### src/rtl/axf_pkg.sv
package axf_pkg;
    localparam int          EVT_W      = 8;
    localparam logic [7:0]  EVT_RD_FLT = 8'h41;
    localparam logic [7:0]  EVT_WR_FLT = 8'h42;
endpackage

### src/rtl/axf_match.sv
module axf_match #(
    parameter int ID_W = 16
) (
    input  logic              clk,
    input  logic              rst_n,
    input  logic              cfg_we,
    input  logic [2*ID_W-1:0] cfg_wdata,
    input  logic              txn_valid,
    input  logic              txn_write,
    input  logic [ID_W-1:0]   txn_id,
    output logic              hit,
    output logic              rd_stb,
    output logic              wr_stb
);
    typedef struct packed {
        logic [ID_W-1:0] ign;
        logic [ID_W-1:0] ref_id;
        logic            rd;
        logic            wr;
    } st_t;

    st_t st_d, st_q;
    logic id_ok;

    always_comb begin
        st_d  = st_q;
        id_ok = (((txn_id ^ st_q.ref_id) & ~st_q.ign) == '0);
        hit   = txn_valid && id_ok;
        if (cfg_we) begin
            st_d.ign    = cfg_wdata[2*ID_W-1:ID_W];
            st_d.ref_id = cfg_wdata[ID_W-1:0];
        end
        st_d.rd = hit && !txn_write;
        st_d.wr = hit &&  txn_write;
    end

    always_ff @(posedge clk or negedge rst_n) begin
        if (!rst_n) st_q <= '0;
        else        st_q <= st_d;
    end

    assign rd_stb = st_q.rd;
    assign wr_stb = st_q.wr;

    AST_STB_EXCL: assert property (@(posedge clk) disable iff (!rst_n)
        !(rd_stb && wr_stb));
    AST_IDLE_QUIET: assert property (@(posedge clk) disable iff (!rst_n)
        !txn_valid |=> (!rd_stb && !wr_stb));
    AST_ALL_IGNORED_HITS: assert property (@(posedge clk) disable iff (!rst_n)
        (txn_valid && !txn_write && (&st_q.ign)) |=> rd_stb);
endmodule

### src/rtl/axf_accum.sv
module axf_accum #(
    parameter int BYTE_W = 8,
    parameter int ACC_W  = 32
) (
    input  logic              clk,
    input  logic              rst_n,
    input  logic              clear,
    input  logic              add,
    input  logic [BYTE_W-1:0] bytes,
    output logic [ACC_W-1:0]  total
);
    typedef struct packed {
        logic [ACC_W-1:0] acc;
    } st_t;

    st_t st_d, st_q;

    always_comb begin
        st_d = st_q;
        if (clear)    st_d.acc = '0;
        else if (add) st_d.acc = st_q.acc + ACC_W'(bytes);
    end

    always_ff @(posedge clk or negedge rst_n) begin
        if (!rst_n) st_q <= '0;
        else        st_q <= st_d;
    end

    assign total = st_q.acc;

    AST_CLEAR_ZERO: assert property (@(posedge clk) disable iff (!rst_n)
        clear |=> (total == '0));
    AST_HOLD: assert property (@(posedge clk) disable iff (!rst_n)
        (!clear && !add) |=> $stable(total));
endmodule

### src/rtl/axi_id_filter.sv
module axi_id_filter
    import axf_pkg::*;
#(
    parameter int NUM_CNT  = 3,
    parameter int ID_W     = 16,
    parameter int BYTE_W   = 8,
    parameter int ACC_W    = 32,
    parameter bit ENHANCED = 1'b1,
    localparam int SEL_W   = $clog2(NUM_CNT + 1)
) (
    input  logic                     clk,
    input  logic                     rst_n,
    input  logic                     cfg_we,
    input  logic [2*ID_W-1:0]        cfg_wdata,
    input  logic                     enh_en,
    input  logic                     txn_valid,
    input  logic                     txn_write,
    input  logic [ID_W-1:0]          txn_id,
    input  logic [BYTE_W-1:0]        txn_bytes,
    input  logic [EVT_W*NUM_CNT-1:0] cnt_event,
    input  logic [NUM_CNT-1:0]       cnt_clear,
    input  logic [SEL_W-1:0]         rd_sel,
    output logic [ACC_W-1:0]         rd_bytes,
    output logic                     flt_rd_stb,
    output logic                     flt_wr_stb
);
    logic             hit;
    logic [ACC_W-1:0] totals [NUM_CNT];

    axf_match #(.ID_W(ID_W)) i_match (
        .clk       (clk),
        .rst_n     (rst_n),
        .cfg_we    (cfg_we),
        .cfg_wdata (cfg_wdata),
        .txn_valid (txn_valid),
        .txn_write (txn_write),
        .txn_id    (txn_id),
        .hit       (hit),
        .rd_stb    (flt_rd_stb),
        .wr_stb    (flt_wr_stb)
    );

    for (genvar n = 0; n < NUM_CNT; n++) begin : g_cnt
        if (ENHANCED) begin : g_enh
            logic [EVT_W-1:0] code;
            logic             add_d;
            assign code  = cnt_event[n*EVT_W +: EVT_W];
            assign add_d = enh_en && hit &&
                           ((code == EVT_RD_FLT && !txn_write) ||
                            (code == EVT_WR_FLT &&  txn_write));
            axf_accum #(.BYTE_W(BYTE_W), .ACC_W(ACC_W)) i_accum (
                .clk   (clk),
                .rst_n (rst_n),
                .clear (cnt_clear[n]),
                .add   (add_d),
                .bytes (txn_bytes),
                .total (totals[n])
            );
        end else begin : g_basic
            assign totals[n] = '0;
        end
    end

    always_comb begin
        rd_bytes = '0;
        for (int n = 0; n < NUM_CNT; n++) begin
            if (rd_sel == SEL_W'(n)) rd_bytes = totals[n];
        end
    end

    AST_WINDOW_RANGE: assert property (@(posedge clk) disable iff (!rst_n)
        (int'(rd_sel) >= NUM_CNT) |-> (rd_bytes == '0));
endmodule

### config.mk
export PLATFORM = sky130hd
export DESIGN_NAME = axi_id_filter
export DESIGN_NICKNAME = d
export VERILOG_FILES = /design/src/rtl/axf_pkg.sv /design/src/rtl/axf_match.sv /design/src/rtl/axf_accum.sv /design/src/rtl/axi_id_filter.sv
export SDC_FILE = /design/constraint.sdc
export NUM_CORES = 1
export LEC_CHECK = 0
export ABC_AREA = 1
export BUFFER_PORTS_ARGS = -buffer_cell sky130_fd_sc_hd__buf_2
export CELL_PAD_IN_SITES_DETAIL_PLACEMENT = 0
export CELL_PAD_IN_SITES_GLOBAL_PLACEMENT = 1
export CORE_ASPECT_RATIO = 0.5
export CORE_MARGIN = 4
export CORE_UTILIZATION = 45
export CTS_CLUSTER_DIAMETER = 80
export DETAILED_ROUTE_END_ITERATION = 7
export PLACE_DENSITY_LB_ADDON = 0.1
export SLEW_MARGIN = 20
export SYNTH_ARGS = -nofsm -noshare
export SYNTH_HDL_FRONTEND = slang
export SYNTH_SLANG_ARGS = --single-unit
### constraint.sdc
create_clock -name clk -period 3.91 [get_ports clk]
set_clock_uncertainty 0.1 [all_clocks]
set_input_delay 0.391 -clock clk [delete_from_list [all_inputs] [get_ports clk]]
set_output_delay 0.391 -clock clk [all_outputs]
set_load 0.05 [all_outputs]
; ---- Word level (Yosys, flattened, before mapping)
; Cells that the tools add are included.
[classes]
reduce_logical = 22
eq_ne = 8
n_mux = 9
add_sub_neg = 3
bitwise = 3
[op_table]
columns = op, n
row1 = 2-to-1 mux 32 bit, 9
row2 = adder 32 x 8 -> 32 bit, 3
row3 = "equality test 8 x 7 -> 1 bit, second input constant", 6
row4 = AND 16 bit, 1
row5 = logical NOT 16 bit, 1
row6 = NOT 16 bit, 1
row7 = XOR 16 bit, 1
row8 = logical AND 1 bit, 13
row9 = nonzero test 2 bit, 3
row10 = logical OR 1 bit, 3
row11 = "equality test 2 x 1 -> 1 bit, second input constant", 1
row12 = "equality test 2 bit, second input constant", 1
row13 = logical NOT 2 bit, 1
row14 = logical NOT 1 bit, 1
[word_totals]
in_bits = 91
ff_bits = 130

; ---- Longest topological paths before layout
; Gate-level depths: netlist of run 1.
[depth]
depth_word = 8
mapped_depth = 14
depth_no_buf = 14

; ---- Cells and area by module
; Synthesis of run 1 repeated with hierarchy kept, for this count alone.
[unflattened]
cells_unflattened = 1483
hier_area_um2 = 9460.3
[modules_own_cells]
columns = mod, seq_area_each_um2, cells_per_inst, area_per_inst_um2, n_inst
row1 = axf_accum (g_cnt[0].g_enh.i_accum ...), 800.8, 361, 2342.2, 2
row2 = axf_accum (g_cnt[2].g_enh.i_accum), 800.8, 361, 2349.8, 1
row3 = axf_match, 850.8, 203, 1600.3, 1
row4 = axi_id_filter, 0.0, 197, 825.8, 1

; ---- Worst setup path after synthesis of run 1
; Ideal clock, no wire load.
[synth_timing]
kind = input port to output port
start = in rd_sel[1]
end = out rd_bytes[13]
slack_ns = 1.493
path_stages = 5
required_ns = 3.419
t_arrival_ns = 1.926
path_buffers = 1
cell_sequence = inv_1 > nor2_1 > inv_1 > clkbuf_1 > o221ai_1
[synth_via]
elab_chain_cells = 4
elab_cells_between_ends = 6
classes_between = 2 x eq/ne / 3 x mux / 1 x reduce/logical
[synth_lines]
columns = element, line_no
row1 = "start, declared", axi_id_filter.sv:22  ; input logic [SEL_W-1:0] rd_sel,
row2 = logical NOT 2 bit, axi_id_filter.sv:67  ; if (rd_sel == SEL_W'(n)) rd_bytes = totals[n];
row3 = 2-to-1 mux 32 bit (2 in a row), axi_id_filter.sv:67
row4 = 2-to-1 mux 32 bit (*), axi_id_filter.sv:67
row5 = "end, declared", axi_id_filter.sv:23  ; output logic [ACC_W-1:0] rd_bytes,
; Mark *: on every way between the ends. The rest lies on a longest branch, timed or not.

; ---- Worst setup path in the final report of run 1
[layout_timing]
start = in rd_sel[1]
end = out rd_bytes[11]
; The elaborated chain is that of the path after synthesis.

==> flow_metrics.env, run 1 <==
export IMPL_status="finished clean"
export IMPL_grt_overflow_total=0
export IMPL_setup_violations_final=0
export IMPL_synth_fp_nets=1737
export IMPL_peakVddDrop_mv=0.273
export IMPL_timing_rr_start="i_match.st_q[5]$_DFFE_PN0P_"
export IMPL_p_leak_nw=6.17
export IMPL_yosys_register_bits=130
export IMPL_drt_iter0_markers=899
export IMPL_chipWidth_microns=220
export IMPL_synth_edff_count=0
export IMPL_h_tree_depth=4
export IMPL_cp_top_family="buffers and inverters"
export IMPL_synth_area_sq_mm=0.0101
export IMPL_hold_slack_ps=50.1
export IMPL_endpoint_kind="output pin"
export IMPL_port_buffer_count=124
export IMPL_grt_pass1_wl_microns=50900
export IMPL_period_minus_slack_ps=3010
export IMPL_worstPathArrival_ps=2520
export IMPL_wirelength_microns=31800
export IMPL_grt_start_max_net_pins=87
export IMPL_fmax_mhz=332
export IMPL_finalMaxSlewViolations=0
export IMPL_cp_endpoint="rd_bytes[11]"
export IMPL_layout_common_cells="634 x nand2_1, 202 x inv_1, 189 x nand3_1"
export IMPL_fin_setup_tns_ps=0
export IMPL_initial_core_util_pct=46.1
export IMPL_yosysWarnings=0
export IMPL_preCtsSetupSlack_ps=964
export IMPL_layout_commonest_cell="nand2_1"
export IMPL_rsz0062_at_grt="no"
export IMPL_area_growth_pct=13.4
export IMPL_crit_path_cell_trace="buf_2 > inv_1 > nor2_1 > inv_1 > o221ai_1 > buf_2"
export IMPL_drive_gt1_share_pct=11.3
export IMPL_path_clk_slew_ps=70
export IMPL_track_usage_pct=26.1
export IMPL_cts_tree="done"
export IMPL_n_antenna_cell=0
export IMPL_worst_pin_slew_ps=985
export IMPL_timing_slew_headroom_pct=34.3
export IMPL_reg2reg_depth=7
export IMPL_first_pass_iters=5
export IMPL_path_class="input pin to output pin"
export IMPL_fin_util_pct=52.3
export IMPL_synthCells=1619
export IMPL_yosysTopAreaCellShare_pct=32.3
export IMPL_antenna_found_initial=2
export IMPL_via_per_inst=5.15
export IMPL_cp_slowest_stage_delay_ps=640
export IMPL_finalHoldViolations=0
export IMPL_synth_main_ff_cell="dfrtp_1"
export IMPL_cp_required_ps=3420
export IMPL_cts_setup_buffers=0
export IMPL_wl_per_cell_microns=15.7
export IMPL_min_period_over_period_pct=77.0
export IMPL_totalPowerFinal_w=0.00414
export IMPL_slowest_stage="inv_1"
export IMPL_power_density_mw_per_mm2=362
export IMPL_dp_hpwl_microns=23500
export IMPL_drv_cap=0
export IMPL_dr_total_vias=10400
export IMPL_chipHeight_microns=114
export IMPL_num_rows=38
export IMPL_cts_resized_gates=0
export IMPL_postSynth_asyncResetShare_pct=100
export IMPL_ys_types=35
export IMPL_ant_nets=0
export IMPL_whs_path_depth=3
export IMPL_die_area_sq_mm=0.0250
export IMPL_path_max_fanout=25
export IMPL_ctsRootBufferMaster="clkbuf_16"
export IMPL_synth_largest_area_cell="dfrtp_1"
export IMPL_synthTopCellsByArea="dfrtp_1 32%, nand2_1 24%, nand3_1 9.4%"
export IMPL_cts_buffers=17
export IMPL_path_depth=6
export IMPL_min_path_type="input pin to flip-flop"
export IMPL_clockBufferDepth=2
export IMPL_r2r_slack_ps=1400
export IMPL_num_io_pins=125
export IMPL_path_buf_inv=4
export IMPL_insertion_delay_ps=450
export IMPL_core_sq_mm=0.0218
export IMPL_gp_congestion=0.911
export IMPL_critPathLaunchType="input pin"
export IMPL_clkSinkCount=130
export IMPL_first_global_vias=9681
export IMPL_startpoint="rd_sel[1]"
export IMPL_drc=0
export IMPL_reg2reg_to="g_cnt[2].g_enh.i_accum.total[20]$_DFFE_PN0P_"
export IMPL_fin_ws_ps=900
export IMPL_finalNetCount=1834
export IMPL_syn_area_per_cell_sq_um=6.22
export IMPL_ys_seq_area_share_pct=32.3
==> routing by layer <==
metal | up-vias | global-route usage (%) | part of all wire, %
li1 | 5283 | - | -
met1 | 4826 | 37.5 | 48
met3 | 27 | 6.04 | 7.1
met4 | 4 | 6.06 | 1.2
met2 | 307 | 40.3 | 43
met5 | - | 0 | 0.085
==> how the worst min path moves through the flow <==
| stage | start | end |
|---|---|---|
| after floorplan | rst_n | g_cnt[0].g_enh.i_accum.total[0]$_DFFE_PN0P_ |
| after global placement | i_match.st_q[32]$_DFFE_PN0P_ | i_match.st_q[32]$_DFFE_PN0P_ |
| after detailed placement | i_match.st_q[32]$_DFFE_PN0P_ | i_match.st_q[32]$_DFFE_PN0P_ |
| after CTS | cfg_wdata[9] | i_match.st_q[11]$_DFFE_PN0P_ |
| after global routing | cfg_wdata[4] | i_match.st_q[6]$_DFFE_PN0P_ |
| final | cfg_wdata[9] | i_match.st_q[11]$_DFFE_PN0P_ |
==> where the power goes <==
| part | internal, W | switching (W) |
|---|---|---|
| logic | 0.000362 | 0.000676 |
| registers | 0.00145 | 0.000102 |
| clock network | 0.000843 | 0.000706 |
==> logic make-up (layout without fill, tap and decap cells) <==
| logic type | count (synthesis) | after routing | share of synthesized area (%) |
|---|---|---|---|
| buf+inv | 260 | 370 | 10.5 |
| fa+ha+maj | 27 | 27 | 3.58 |
| mux | 15 | 15 | 1.68 |
| compound gates | 97 | 97 | 5.77 |
| simple gates | 1069 | 1069 | 44.3 |
| xor+xnor | 21 | 21 | 1.83 |
| flops | 130 | 130 | 32.3 |
==> Yosys cell counts (5+ instances only) <==
master and instances:
a21oi_1 32, buf_1 13, buf_2 13, buf_6 9
clkbuf_1 18, dfrtp_1 130, ha_1 24, inv_1 202
mux2_2 15, nand2_1 634, nand3_1 189, nand3b_1 5
nand4_1 11, nor2_1 178, nor3_1 31, o21ai_0 34
o221ai_1 22, or2_2 6, xnor2_1 12, xor2_1 9
==> registers in the layout, summed over array words and instances (netlist names) <==
name,count
i_match.wr_stb,1
g_cnt.g_enh.i_accum.total,96
i_match.rd_stb,1
i_match.st_q,32
==> final cells by class <==
class                   count  area [sq um]
fillers                  2223         10400
multi-input cells        1229          5760
flip-flops and latches    130          3250
inverters                 205           769
repair buffers            133           712
clock buffers              18           439
well taps                 300           375
clock inverters            14           118
==> metrics by stage <==
stage	cells	area, sq um
floorplan	1619	10100
global placement	1995	10800
detailed placement	1995	10800
CTS	2029	11400
global route	2029	11400
finish	2029	11400
==> tightest hold or removal path: cells and delay by family <==
kind	cells	cell delay, ps
compound gates	1	60
simple gates	1	40
buf+inv	1	70
==> timing repair <==
item,4_1_cts,5_1_grt
hold buffers,2,0
endpoints found under the hold margin,83,0
setup endpoints to repair,0,0
Note: power is estimated with default switching activity, not from simulation.
==> inputs of run 2 (changes only) <==
--- a/config.mk
+++ b/config.mk
@@ -5,13 +5,13 @@
 export SDC_FILE = /design/constraint.sdc
 export NUM_CORES = 1
 export LEC_CHECK = 0
-export ABC_AREA = 1
+export ABC_AREA = 0
 export BUFFER_PORTS_ARGS = -buffer_cell sky130_fd_sc_hd__buf_2
 export CELL_PAD_IN_SITES_DETAIL_PLACEMENT = 0
 export CELL_PAD_IN_SITES_GLOBAL_PLACEMENT = 1
 export CORE_ASPECT_RATIO = 0.5
 export CORE_MARGIN = 4
-export CORE_UTILIZATION = 45
+export CORE_UTILIZATION = 40
 export CTS_CLUSTER_DIAMETER = 80
 export DETAILED_ROUTE_END_ITERATION = 7
 export PLACE_DENSITY_LB_ADDON = 0.1
==> constraint.sdc (replaced) <==
create_clock -name clk -period 2.5 [get_ports clk]
set_clock_uncertainty 0.1 [all_clocks]
set_input_delay 0.25 -clock clk [delete_from_list [all_inputs] [get_ports clk]]
set_output_delay 0.25 -clock clk [all_outputs]
set_load 0.05 [all_outputs]
==> run 2 against run 1 <==
Sequential share of layout area is 0.43 points lower. Combinational power is 41% lower. Sequential power is 41% higher. Non-clock buffer count is 147 higher. Global-route usage is 3.4 points lower. Synthesized cell count is 45% lower. The flow now finishes with violations (negative setup slack). Die area is 7.8% lower. Largest cell class unchanged.
==> flow_metrics.env, run 2 <==
export IMPL_highest_layer="met5"
export IMPL_layout_common_cells="130 x dfrtp_1, 124 x buf_2, 107 x buf_4"
export IMPL_startpoint="g_cnt[0].g_enh.i_accum.total[0]$_DFFE_PN0P_"
export IMPL_hold_slack_ps=41.9
export IMPL_chipHeight_microns=109
export IMPL_grt_start_max_net_pins=59
export IMPL_core_sq_mm=0.0198
export IMPL_antenna_found_initial=1
export IMPL_grt_overflow_total=0
export IMPL_path_clk_slew_ps=60
export IMPL_synthAdderAreaFrac_pct=4.38
export IMPL_die_area_sq_mm=0.0230
export IMPL_first_global_vias=7762
export IMPL_synthCells=888
export IMPL_synth_top_family_by_area="simple AND/OR/NAND/NOR gates"
export IMPL_grt_pass1_wl_microns=41200
export IMPL_synthTopCellsByArea="dfrtp_1 40%, mux2i_1 6.3%, mux2_2 5.3%"
export IMPL_power_density_mw_per_mm2=470
export IMPL_synth_area_mux_share_pct=12.9
export IMPL_min_period_over_period_pct=102
export IMPL_ant_nets=0
export IMPL_initial_core_util_pct=41.5
export IMPL_n_antenna_cell=0
export IMPL_ctsRootBufferMaster="clkbuf_16"
export IMPL_worst_pin_slew_ps=945
export IMPL_yosys_register_bits=130
export IMPL_peakVddDrop_mv=0.468
export IMPL_wl_met2_microns=11900
export IMPL_drc=0
export IMPL_reg2reg_depth=9
export IMPL_path_max_fanout=5
export IMPL_reg2reg_to="g_cnt[0].g_enh.i_accum.total[14]$_DFFE_PN0P_"
export IMPL_r2r_slack_ps=-50
export IMPL_critPathLaunchType="flip-flop"
export IMPL_area_growth_pct=41.2
export IMPL_violations="negative setup slack"
export IMPL_syn_area_per_cell_sq_um=9.25
export IMPL_clockBufferDepth=2
export IMPL_status="finished, violations left"
export IMPL_synth_main_ff_cell="dfrtp_1"
export IMPL_synth_area_sq_mm=0.00822
export IMPL_yosys_cell_count_top_type="dfrtp_1"
export IMPL_seq_power_share_pct=40.2
export IMPL_yosysWarnings=0
export IMPL_power_share_switching_pct=25.4
export IMPL_chipWidth_microns=211
export IMPL_fmax_mhz=392
export IMPL_drt_iter0_markers=383
export IMPL_finalHoldViolations=0
export IMPL_intPower_w=0.00407
export IMPL_synth_edff_count=0
export IMPL_ys_seq_area_share_pct=39.6
export IMPL_power_switching_w=0.00139
export IMPL_timing_rr_start="g_cnt[0].g_enh.i_accum.total[0]$_DFFE_PN0P_"
export IMPL_dr_total_vias=7742
export IMPL_drv_cap=0
export IMPL_period_minus_slack_ps=2550
export IMPL_setup_violations_final=9
export IMPL_preCtsSetupSlack_ps=-272
export IMPL_path_class="flip-flop to flip-flop"
export IMPL_postSynth_asyncResetShare_pct=100
export IMPL_first_pass_iters=5
export IMPL_fin_ws_ps=-49.5
export IMPL_wl_met1_microns=12100
export IMPL_layout_commonest_cell="dfrtp_1"
export IMPL_gp_congestion=0.827
export IMPL_met3_length_microns=1290
export IMPL_finalMaxSlewViolations=0
export IMPL_wirelength_microns=25800
export IMPL_worstPathArrival_ps=2810
export IMPL_p_clk_share_pct=48.6
export IMPL_largest_reg_flops=96
export IMPL_h_tree_depth=4
export IMPL_finalNetCount=1259
export IMPL_wl_per_cell_microns=18.2
export IMPL_ys_types=56
export IMPL_synth_xor_area_share_pct=3.73
export IMPL_synth_fp_nets=1006
export IMPL_rsz0062_at_grt="yes"
export IMPL_synthSimpleGateAreaFrac_pct=21.1
export IMPL_synth_largest_area_cell="dfrtp_1"
export IMPL_netlist_top_cells_count="130 x dfrtp_1, 82 x nand2_1, 61 x nor2_1"
export IMPL_insertion_delay_ps=450
export IMPL_yosysTopAreaCellShare_pct=39.6
export IMPL_track_usage_pct=22.8
export IMPL_drive_gt1_share_pct=36.2
export IMPL_cts_tree="done"
export IMPL_clkSinkCount=130
export IMPL_num_rows=36
export IMPL_p_leak_nw=5.41
export IMPL_timing_slew_headroom_pct=37.0
export IMPL_port_buffer_count=124
export IMPL_cts_buffers=17
export IMPL_cp_endpoint="g_cnt[0].g_enh.i_accum.total[14]$_DFFE_PN0P_"
export IMPL_via_per_inst=5.45
export IMPL_comb_power_share_pct=11.2
export IMPL_num_io_pins=125
export IMPL_min_path_type="input pin to flip-flop"
export IMPL_synth_compound_area_share_pct=14.5
export IMPL_dp_hpwl_microns=17300
export IMPL_endpoint_kind="flip-flop"
export IMPL_cp_required_ps=2760
[run 2: cell families (layout without fill, tap and decap cells)]
logic type | Yosys count | count (layout)
flip-flops | 130 | 130
AND/OR/NAND/NOR | 322 | 322
XOR/XNOR | 35 | 35
AO/OA/AOI/OAI | 192 | 192
multiplexers | 100 | 100
buffers and inverters | 82 | 348
adder cells (fa/ha/maj) | 27 | 27
[run 2: critical path, stage by stage (launching register included)]
cell and delay, ps:
dfrtp_1 380, ha_4 160, inv_2 40, fa_2 360
nor2b_4 160, o2111ai_4 200, buf_4 180, a31o_2 230
or4_1 500, a21oi_1 160
[run 2: per-layer routing]
layer	vias to the layer above	global-route usage, %
met5	-	0
met4	2	6.93
met3	33	5.93
met2	159	36.1
met1	3769	30.9
li1	3779	-
[run 2: worst min-delay path by stage]
stage	depth (start not counted)	endpoint	slack, ps	start
5_1_grt	2	i_match.wr_stb$_DFF_PN0_	30	txn_write
4_1_cts	2	i_match.wr_stb$_DFF_PN0_	30	txn_write
3_5_place_dp	1	i_match.st_q[10]$_DFFE_PN0P_	170	rst_n
3_3_place_gp	1	i_match.st_q[13]$_DFFE_PN0P_	170	rst_n
2_1_floorplan	0	g_cnt[0].g_enh.i_accum.total[0]$_DFFE_PN0P_	-150	rst_n
6_report	2	i_match.wr_stb$_DFF_PN0_	40	txn_write
[run 2: repair_timing]
action	4_1_cts	5_1_grt
pin swaps	14	36
setup endpoints to repair	37	67
hold endpoints to repair	87	0
gates resized for setup	41	87
gates cloned	2	2
setup buffers	7	12
hold buffers	34	0
[run 2: through the flow]
step                power (W)  cells  setup TNS [ps]  instance area (sq um)  util [%]
floorplan             0.00248    888               0                   8220         -
global placement      0.00271   1331           -2510                   9800      49.4
detailed placement    0.00272   1331           -4700                   9800      49.4
CTS                   0.00544   1406            -128                  11100      55.8
global route          0.00568   1420           -2560                  11600      58.5
finish                0.00545   1420            -241                  11600      58.5
[run 2: power groups by stage]
stage                     Combinational (W)  Clock (W)  Sequential (W)
after floorplan                    0.000258          0         0.00222
after global placement             0.000485          0         0.00222
after detailed placement           0.000492          0         0.00222
after CTS                          0.000558    0.00270         0.00219
after global routing               0.000668    0.00282         0.00220
final                              0.000612    0.00265         0.00219
[run 2: final cells by class]
| cell class | count | area, sq um |
|---|---|---|
| tap | 266 | 333 |
| clock buffer | 19 | 453 |
| fill | 1791 | 8220 |
| clock inverter | 13 | 159 |
| timing repair buffer | 280 | 1990 |
| sequential | 130 | 3250 |
| multi-input combinational | 676 | 5270 |
| inverter | 36 | 135 |
==> inputs of run 3 (changes only) <==
==> constraint.sdc (replaced) <==
create_clock -name clk -period 2.5 [get_ports clk]
set_clock_uncertainty 0.1 [all_clocks]
set_input_delay 0.5 -clock clk [delete_from_list [all_inputs] [get_ports clk]]
set_output_delay 0.5 -clock clk [all_outputs]
set_load 0.05 [all_outputs]
==> run 3 against run 2 <==
The run still ends with negative setup slack left. Sequential share of layout area rose by 0.19 points. Global-route usage fell by 1.3 points. Register-to-register slack improved by 30 ps. Routed wire length fell by 4.2%. Hold slack improved by 130 ps. Clock power fell by 5%. Worst setup slack improved by 29 ps. Count of clock-buffer cells in the layout rose by 8. Largest power group unchanged. Critical endpoint is now g_cnt[0].g_enh.i_accum.total[10]$_DFFE_PN0P_.
==> flow_metrics.env, run 3 (synthesis results as in run 2) <==
export IMPL_status="finished, violations left"
export IMPL_violations="negative setup slack"
export IMPL_fmax_mhz=397
export IMPL_clkSinkCount=130
export IMPL_power_density_mw_per_mm2=456
export IMPL_endpoint_kind="flip-flop"
export IMPL_dpl_instance_area_sq_mm=0.0103
export IMPL_die_area_sq_mm=0.0230
export IMPL_drc=0
export IMPL_worstPathArrival_ps=2780
export IMPL_dp_hpwl_microns=17600
export IMPL_cp_required_ps=2760
export IMPL_layout_common_cells="130 x dfrtp_1, 128 x buf_4, 123 x buf_2"
export IMPL_min_period_over_period_pct=101
export IMPL_path_class="flip-flop to flip-flop"
export IMPL_via_per_inst=5.42
export IMPL_reg2reg_to="g_cnt[0].g_enh.i_accum.total[10]$_DFFE_PN0P_"
export IMPL_port_buffer_count=124
export IMPL_ant_nets=0
export IMPL_peakVddDrop_mv=0.501
export IMPL_path_max_fanout=5
export IMPL_first_global_vias=7507
export IMPL_startpoint="g_cnt[0].g_enh.i_accum.total[0]$_DFFE_PN0P_"
export IMPL_hold_slack_ps=167
export IMPL_first_pass_iters=4
export IMPL_chipWidth_microns=211
export IMPL_critPathLaunchType="flip-flop"
export IMPL_initial_core_util_pct=41.5
export IMPL_track_usage_pct=21.5
export IMPL_core_sq_mm=0.0198
export IMPL_use_met2_pct=33.9
export IMPL_drv_cap=0
export IMPL_layout_commonest_cell="dfrtp_1"
export IMPL_drive_gt1_share_pct=39.2
export IMPL_finalNetCount=1255
export IMPL_fin_setup_tns_ps=-39.5
export IMPL_worst_pin_slew_ps=912
export IMPL_final_cell_area_sq_mm=0.0115
export IMPL_period_minus_slack_ps=2520
export IMPL_finalMaxSlewViolations=0
export IMPL_h_tree_depth=4
export IMPL_insertion_delay_ps=440
export IMPL_clockBufferDepth=2
export IMPL_grt_pass1_wl_microns=38900
export IMPL_setup_violations_final=3
export IMPL_fin_cells=1415
export IMPL_largest_reg_flops=96
export IMPL_cts_tree="done"
export IMPL_grt_start_max_net_pins=48
export IMPL_dr_total_vias=7663
export IMPL_grt_busiest_layer="met2"
export IMPL_ctsRootBufferMaster="clkbuf_16"
export IMPL_timing_rr_start="g_cnt[0].g_enh.i_accum.total[0]$_DFFE_PN0P_"
export IMPL_antenna_found_initial=1
export IMPL_area_growth_pct=40.2
export IMPL_num_io_pins=125
export IMPL_fill_cells=1777
export IMPL_drt_iter0_markers=369
export IMPL_met3_usage_pct=5.27
export IMPL_p_leak_nw=5.36
export IMPL_wl_per_cell_microns=17.5
export IMPL_grt_overflow_total=0
export IMPL_finalHoldViolations=0
export IMPL_reg2reg_depth=9
export IMPL_cp_endpoint="g_cnt[0].g_enh.i_accum.total[10]$_DFFE_PN0P_"
export IMPL_wirelength_microns=24700
export IMPL_cts_buffers=17
export IMPL_fin_ws_ps=-20.3
export IMPL_met1_usage_pct=29.7
export IMPL_path_clk_slew_ps=60
export IMPL_dpl_cell_count=1362
export IMPL_timing_slew_headroom_pct=39.2
export IMPL_n_antenna_cell=0
export IMPL_min_path_type="input pin to flip-flop"
export IMPL_chipHeight_microns=109
export IMPL_r2r_slack_ps=-20
export IMPL_gp_congestion=0.840
export IMPL_num_rows=36
export IMPL_rsz0062_at_grt="yes"
==> run 3: critical path, stage by stage, from the launching register on <==
cell and delay [ps]:
dfrtp_1 380, ha_4 150, inv_2 40, fa_2 380
nor2b_4 160, o2111ai_4 180, buf_4 180, a31o_2 230
or4_4 520, a21oi_2 140
==> run 3: area by class of cell <==
class                           count  area (sq um)  share of cell area [%]
Clock buffer                       27           503                    4.37
Multi-Input combinational cell    677          5300                    46.0
Sequential cell                   130          3250                    28.2
Tap cell                          266           333                    2.89
Inverter                           36           135                    1.17
Clock inverter                      4          72.6                   0.630
Timing Repair Buffer              275          1920                    16.7
==> run 3: worst min path at each step <==
stage	start	end	slack [ps]	cells past startpoint
after global placement	rst_n	g_cnt[2].g_enh.i_accum.total[28]$_DFFE_PN0P_	360	1
after detailed placement	rst_n	g_cnt[2].g_enh.i_accum.total[28]$_DFFE_PN0P_	360	1
after CTS	cfg_wdata[24]	i_match.st_q[26]$_DFFE_PN0P_	150	3
final	cfg_wdata[24]	i_match.st_q[26]$_DFFE_PN0P_	170	3
after floorplan	rst_n	g_cnt[0].g_enh.i_accum.total[0]$_DFFE_PN0P_	100	0
after global routing	cfg_wdata[24]	i_match.st_q[26]$_DFFE_PN0P_	180	3
==> run 3: routing by layer <==
layer  vias up  wire, microns
li1       3772              -
met1      3743          12100
met2       123          11300
met3        23           1040
met4         2            271
met5         -             20
==> run 3: stage by stage <==
| stage | setup WS [ps] | utilization, % | total power (W) |
|---|---|---|---|
| final | -20.3 | 58.1 | 0.00526 |
| after global routing | -144 | 58.1 | 0.00548 |
| after CTS | -37.8 | 55.6 | 0.00529 |
| after detailed placement | -394 | 52.2 | 0.00276 |
| after global placement | -385 | 52.2 | 0.00275 |
| after floorplan | -63.5 | - | 0.00249 |
==> run 3: repair_timing <==
item,in CTS,in global routing
hold buffers,1,0
pin swaps,9,43
setup endpoints to repair,30,57
gates cloned,1,2
endpoints found under the hold margin,39,0
buffers inserted,5,13
gates resized for setup,10,72
==> run 3: power breakdown <==
group	leakage (nW)	internal [W]	switching (W)	total (W)
clock network	0.278	0.00157	0.000946	0.00251
logic	3.34	0.000264	0.000293	0.000557
registers	1.75	0.00216	0.0000289	0.00219
total	5.36	0.00399	0.00127	0.00526
